### config.mk
export PLATFORM = sky130hd
export DESIGN_NAME = ctr_timer_chan
export DESIGN_NICKNAME = d
export VERILOG_FILES = /design/src/rtl/ctc_pkg.sv /design/src/rtl/ctc_trig_sync.sv /design/src/rtl/ctc_prescaler.sv /design/src/rtl/ctc_downcount.sv /design/src/rtl/ctr_timer_chan.sv
export SDC_FILE = /design/constraint.sdc
export NUM_CORES = 1
export LEC_CHECK = 0
export BUFFER_PORTS_ARGS = -buffer_cell sky130_fd_sc_hd__buf_4
export CAP_MARGIN = 20
export CORE_ASPECT_RATIO = 0.9
export CORE_MARGIN = 5
export CORE_UTILIZATION = 45
export DETAILED_ROUTE_END_ITERATION = 7
export PLACE_DENSITY = 0.7
export SLEW_MARGIN = 20
export SYNTH_ARGS = -nofsm -noshare
export SYNTH_HDL_FRONTEND = slang
export SYNTH_HIERARCHICAL = 1
export SYNTH_SLANG_ARGS = --single-unit
### constraint.sdc
create_clock -name clk -period 4.3 [get_ports clk]
set_input_delay 0.215 -clock clk [delete_from_list [all_inputs] [get_ports clk]]
set_output_delay 0.215 -clock clk [all_outputs]
set_load 0.01 [all_outputs]
### src/rtl/ctc_pkg.sv
package ctc_pkg;

  // Control byte bit positions
  localparam int unsigned CW_IRQ    = 7;
  localparam int unsigned CW_CNT    = 6;
  localparam int unsigned CW_PRE    = 5;
  localparam int unsigned CW_RISE   = 4;
  localparam int unsigned CW_TSTART = 3;
  localparam int unsigned CW_TCNEXT = 2;
  localparam int unsigned CW_SRST   = 1;

  typedef struct packed {
    logic irq_en;
    logic cnt_mode;
    logic pre_hi;
    logic rise;
    logic trig_start;
  } chan_cfg_t;

  function automatic chan_cfg_t decode_ctrl(input logic [7:0] b);
    chan_cfg_t c;
    c.irq_en     = b[CW_IRQ];
    c.cnt_mode   = b[CW_CNT];
    c.pre_hi     = b[CW_PRE];
    c.rise       = b[CW_RISE];
    c.trig_start = b[CW_TSTART];
    return c;
  endfunction

endpackage

### src/rtl/ctc_trig_sync.sv
module ctc_trig_sync #(
  parameter int unsigned STAGES = 2
) (
  input  logic clk,
  input  logic rst,
  input  logic trig_in,
  input  logic rise_sel,
  output logic edge_ev
);
  localparam int unsigned LAST = STAGES - 1;

  logic [STAGES-1:0] chain;
  logic              prev;

  always_ff @(posedge clk) begin
    if (rst) begin
      chain <= '0;
      prev  <= 1'b0;
    end else begin
      chain[0] <= trig_in;
      prev     <= chain[LAST];
    end
  end

  genvar g;
  generate
    for (g = 1; g < STAGES; g++) begin : g_stage
      always_ff @(posedge clk) begin
        if (rst) chain[g] <= 1'b0;
        else     chain[g] <= chain[g-1];
      end
    end
  endgenerate

  assign edge_ev = rise_sel ? (chain[LAST] & ~prev) : (~chain[LAST] & prev);


  sync_follow_chk: assert property (@(posedge clk) disable iff (rst)
    (chain[LAST] != prev) |=> (prev == $past(chain[LAST])));

endmodule

### src/rtl/ctc_prescaler.sv
module ctc_prescaler #(
  parameter int unsigned DIV_LO = 16,
  parameter int unsigned DIV_HI = 256
) (
  input  logic clk,
  input  logic rst,
  input  logic clr,
  input  logic run,
  input  logic sel_hi,
  output logic tick
);
  localparam int unsigned W = (DIV_HI > 1) ? $clog2(DIV_HI) : 1;
  localparam logic [W-1:0] LIM_LO = W'(DIV_LO - 1);
  localparam logic [W-1:0] LIM_HI = W'(DIV_HI - 1);

  logic [W-1:0] cnt;
  logic [W-1:0] lim;

  assign lim  = sel_hi ? LIM_HI : LIM_LO;
  assign tick = run & (cnt >= lim);

  always_ff @(posedge clk) begin
    if (rst || clr)  cnt <= '0;
    else if (run) begin
      if (cnt >= lim) cnt <= '0;
      else            cnt <= cnt + 1'b1;
    end
  end


  presc_step_chk: assert property (@(posedge clk) disable iff (rst)
    (run && !clr && !tick) |=> (cnt == $past(cnt) + 1'b1));


  presc_wrap_chk: assert property (@(posedge clk) disable iff (rst)
    (tick && !clr) |=> (cnt == '0));

endmodule

### src/rtl/ctc_downcount.sv
module ctc_downcount #(
  parameter int unsigned TC_W = 8
) (
  input  logic            clk,
  input  logic            rst,
  input  logic            load,
  input  logic [TC_W-1:0] tc,
  input  logic            dec,
  output logic            term
);
  localparam int unsigned CW = TC_W + 1;
  localparam logic [CW-1:0] FULL = CW'(1) << TC_W;

  logic [CW-1:0] cnt;
  logic [CW-1:0] reload;
  logic [CW-1:0] load_val;

  assign load_val = (tc == '0) ? FULL : {1'b0, tc};
  assign term     = dec & ~load & (cnt == CW'(1));

  always_ff @(posedge clk) begin
    if (rst) begin
      cnt    <= '0;
      reload <= '0;
    end else if (load) begin
      cnt    <= load_val;
      reload <= load_val;
    end else if (dec) begin
      if (cnt == CW'(1)) cnt <= reload;
      else               cnt <= cnt - 1'b1;
    end
  end


  cnt_live_chk: assert property (@(posedge clk) disable iff (rst)
    (dec && !load) |-> (cnt != '0));


  reload_chk: assert property (@(posedge clk) disable iff (rst)
    term |=> (cnt == $past(reload)));

endmodule

### src/rtl/ctr_timer_chan.sv
module ctr_timer_chan #(
  parameter int unsigned DATA_W      = 8,
  parameter int unsigned PRE_LO      = 16,
  parameter int unsigned PRE_HI      = 256,
  parameter int unsigned SYNC_STAGES = 2
) (
  input  logic              clk,
  input  logic              rst,
  input  logic              wr_en,
  input  logic [DATA_W-1:0] wr_data,
  input  logic              trig_in,
  input  logic              irq_clr,
  output logic              zc_pulse,
  output logic              irq
);
  import ctc_pkg::*;

  localparam int unsigned TC_W = DATA_W;

  chan_cfg_t cfg;
  logic      tc_next;
  logic      running;
  logic      armed;
  logic      edge_ev;
  logic      tick;
  logic      term;
  logic      tc_wr;
  logic      ctl_wr;
  logic      srst_wr;
  logic      start_ev;
  logic      presc_clr;
  logic      presc_run;
  logic      dec;

  assign tc_wr     = wr_en & tc_next;
  assign ctl_wr    = wr_en & ~tc_next;
  assign srst_wr   = ctl_wr & wr_data[CW_SRST];
  assign start_ev  = armed & edge_ev & ~cfg.cnt_mode & ~wr_en;
  assign presc_clr = tc_wr | start_ev;
  assign presc_run = running & ~cfg.cnt_mode;
  assign dec       = running & ~tc_wr & (cfg.cnt_mode ? edge_ev : tick);

  ctc_trig_sync #(.STAGES(SYNC_STAGES)) u_sync (
    .clk     (clk),
    .rst     (rst),
    .trig_in (trig_in),
    .rise_sel(cfg.rise),
    .edge_ev (edge_ev)
  );

  ctc_prescaler #(.DIV_LO(PRE_LO), .DIV_HI(PRE_HI)) u_presc (
    .clk   (clk),
    .rst   (rst),
    .clr   (presc_clr),
    .run   (presc_run),
    .sel_hi(cfg.pre_hi),
    .tick  (tick)
  );

  ctc_downcount #(.TC_W(TC_W)) u_cnt (
    .clk (clk),
    .rst (rst),
    .load(tc_wr),
    .tc  (wr_data[TC_W-1:0]),
    .dec (dec),
    .term(term)
  );

  always_ff @(posedge clk) begin
    if (rst) begin
      cfg      <= '0;
      tc_next  <= 1'b0;
      running  <= 1'b0;
      armed    <= 1'b0;
      zc_pulse <= 1'b0;
      irq      <= 1'b0;
    end else begin
      zc_pulse <= term;
      if (term && cfg.irq_en) irq <= 1'b1;
      else if (irq_clr)       irq <= 1'b0;

      if (tc_wr) begin
        tc_next <= 1'b0;
        if (cfg.cnt_mode || !cfg.trig_start) begin
          running <= 1'b1;
          armed   <= 1'b0;
        end else begin
          running <= 1'b0;
          armed   <= 1'b1;
        end
      end else if (ctl_wr) begin
        cfg     <= decode_ctrl(wr_data[7:0]);
        tc_next <= wr_data[CW_TCNEXT];
        if (wr_data[CW_SRST]) begin
          running <= 1'b0;
          armed   <= 1'b0;
        end
      end else if (start_ev) begin
        running <= 1'b1;
        armed   <= 1'b0;
      end
    end
  end


  zc_width_chk: assert property (@(posedge clk) disable iff (rst)
    zc_pulse |=> !zc_pulse);


  irq_set_chk: assert property (@(posedge clk) disable iff (rst)
    (term && cfg.irq_en) |=> (irq && zc_pulse));


  irq_clr_chk: assert property (@(posedge clk) disable iff (rst)
    (irq_clr && !term) |=> !irq);


  srst_stop_chk: assert property (@(posedge clk) disable iff (rst)
    srst_wr |=> ##1 !zc_pulse);

endmodule

==> results.cfg <==
[floorplanning]
pin_count = 15
die_width_microns = 78.57
die-area_sq_um = 5635
die_h_microns = 71.72
core_area_sq_um = 4074
initial_core_util_pct = 46.74
placement_rows = 22

[layout]
fin_util_pct = 50.34
areaGrowthSynthToFinish_pct = 7.687
drive_above_1_share_pct = 13.12
final_nets = 241
diodes = 0

[logic_synthesis]
syn_inst = 215
synth_area_sq_um = 1904
yosys_warnings = 8
syn_avg_cell_area_sq_um = 8.857
syn_nets = 235

[clock_tree]
cts_buffers = 5
clock-sinks = 35
clk_latency_ns = 0.29
path_clk_slew_ns = 0.07
ctsResizeCount = 0
cts_buffer_depth = 2
cts_hold_buffers = 0
cts_setup_buffers = 0
cts_root_buf = clkbuf_8
cts_tree = built
htreeDepth = 2

[sta]
grt_setup_unrepaired = no
drv_slew = 0
tightest_slew_ns = 0.9771
fmax_mhz = 314.2
tns_ns = 0
finalCritPeriodShare_pct = 74.02
skew_ns = 0.007348
fin_crit_ns = 3.183
slew_headroom_pct = 34.79
setup_viol = 0
finalHoldViolations = 0

[power]
leakagePower_nw = 0.7696
clockPowerShare_pct = 35.3
p_per_area_nw_per_um2 = 316.5
combPwrFrac_pct = 12.0
p_sw_uw = 171.3
p_sw_share_pct = 26.39
seqPwrFrac_pct = 52.7
p_int_uw = 477.8
max-vdd-ir-drop_v = 0.0001679

[setup_path]
worstPathMaxFanout = 10
startpoint = cfg[3]$_SDFFE_PP0P_
r2r_start = cfg[3]$_SDFFE_PP0P_
crit_arrival_ns = 3.39
reg2regPathDepth = 9
critPathKind = reg -> reg
cp_data_required_time_ns = 4.50
end_kind = flop
start_kind = flop

[hold_path]
min_from = wr_data[0]
hold_depth = 3
hold_class = in -> reg

[global_routing]
first_global_vias = 1408
grt_max_degree = 32
grt_pass1_wl_microns = 6513
grt_overflow_total = 0
antenna_found_initial = 0
track_usage_pct = 14.58

[detailed_routing]
vias = 1575
dr.pass1.iters = 4
ant_nets = 0
post_drt_wl_per_cell_microns = 14.24
vias_per_cell = 5.855
routed_wl_microns = 3830
drc = 0
drtIter0Drc = 90

[placement]
port_buffers = 13
globalplace.congestion = 0.7924
dp_hpwl_microns = 2665

[status]
status = complete, no violations

[run]
drv_cap = 0
==> layout by cell type (no fill, tap or decap), types with 3 or more instances in the layout <==
cell type	n
mux2i_1	14
o31ai_1	3
or3_1	3
nand2_1	12
nor2b_1	5
or4_1	4
dfxtp_1	35
a221oi_1	3
o211ai_1	3
nand3_1	3
clkbuf_8	5
nand2b_1	6
buf_4	13
nor3_1	9
nor2_1	18
ha_1	7
a21oi_1	13
inv_1	10
a211oi_1	3
xor2_1	3
o21ai_0	11
==> registers in the layout, summed over array words and instances (netlist names) <==
register,count
armed,1
cfg,4
irq,1
running,1
tc_next,1
u_cnt/cnt,9
u_cnt/reload,9
u_presc/cnt,8
zc_pulse,1
==> worst paths after layout <==
path                                       end  slack, ns
setup / recovery     u_cnt/cnt[5]$_SDFFE_PP0P_       1.12
hold / removal    u_cnt/reload[0]$_SDFFE_PP0P_       0.17
hold reg to reg               irq$_SDFFE_PP0P_       0.46
setup reg to reg     u_cnt/cnt[5]$_SDFFE_PP0P_       1.12
==> layer usage <==
metal / track usage [%] / wire (microns) / vias up
li1: - / - / 793
met1: 21.09 / 1981 / 745
met2: 20.74 / 1629 / 34
met3: 3.392 / 195 / 3
met4: 5.825 / 24 / 0
met5: 0 / 0 / -
==> metrics by stage <==
stage / setup WS [ns] / instance area [sq um] / hold WS, ns / total power, mW / std cells
after floorplan: 1.902 / 1904 / 0.3512 / 0.4080 / 215
after global placement: 1.198 / 1968 / 0.4526 / 0.4254 / 262
after detailed placement: 1.149 / 1968 / 0.4503 / 0.4267 / 262
after CTS: 1.135 / 2051 / 0.1719 / 0.6569 / 269
after global routing: 0.8938 / 2051 / 0.2014 / 0.6800 / 269
final: 1.117 / 2051 / 0.1725 / 0.6491 / 269
==> area by class of cell <==
type	instances	area [sq um]
Multi-Input combinational cell	156	1072
Fill cell	399	2023
Tap cell	48	60.06
Clock inverter	2	13.76
Timing Repair Buffer	13	97.59
Inverter	10	37.54
Sequential cell	35	700.7
Clock buffer	5	68.82
==> power groups by stage <==
stage                     Combinational [mW]  Sequential, mW  Clock (mW)
after global routing                  0.0871           0.344       0.249
after floorplan                       0.0617           0.346           0
after CTS                             0.0775           0.342       0.238
after global placement                0.0764           0.349           0
final                                 0.0776           0.342       0.229
after detailed placement              0.0773           0.349           0
==> critical path, stage by stage (launching register included) <==
cell,delay (ns)
dfxtp_1,0.36
and2b_1,0.39
nand4_2,0.21
o22ai_2,0.44
o21bai_1,0.18
mux2i_1,0.08
nor2_1,0.56
inv_1,0.29
a311o_1,0.35
a221oi_2,0.22
No activity file was read; power rests on OpenSTA's default activity.
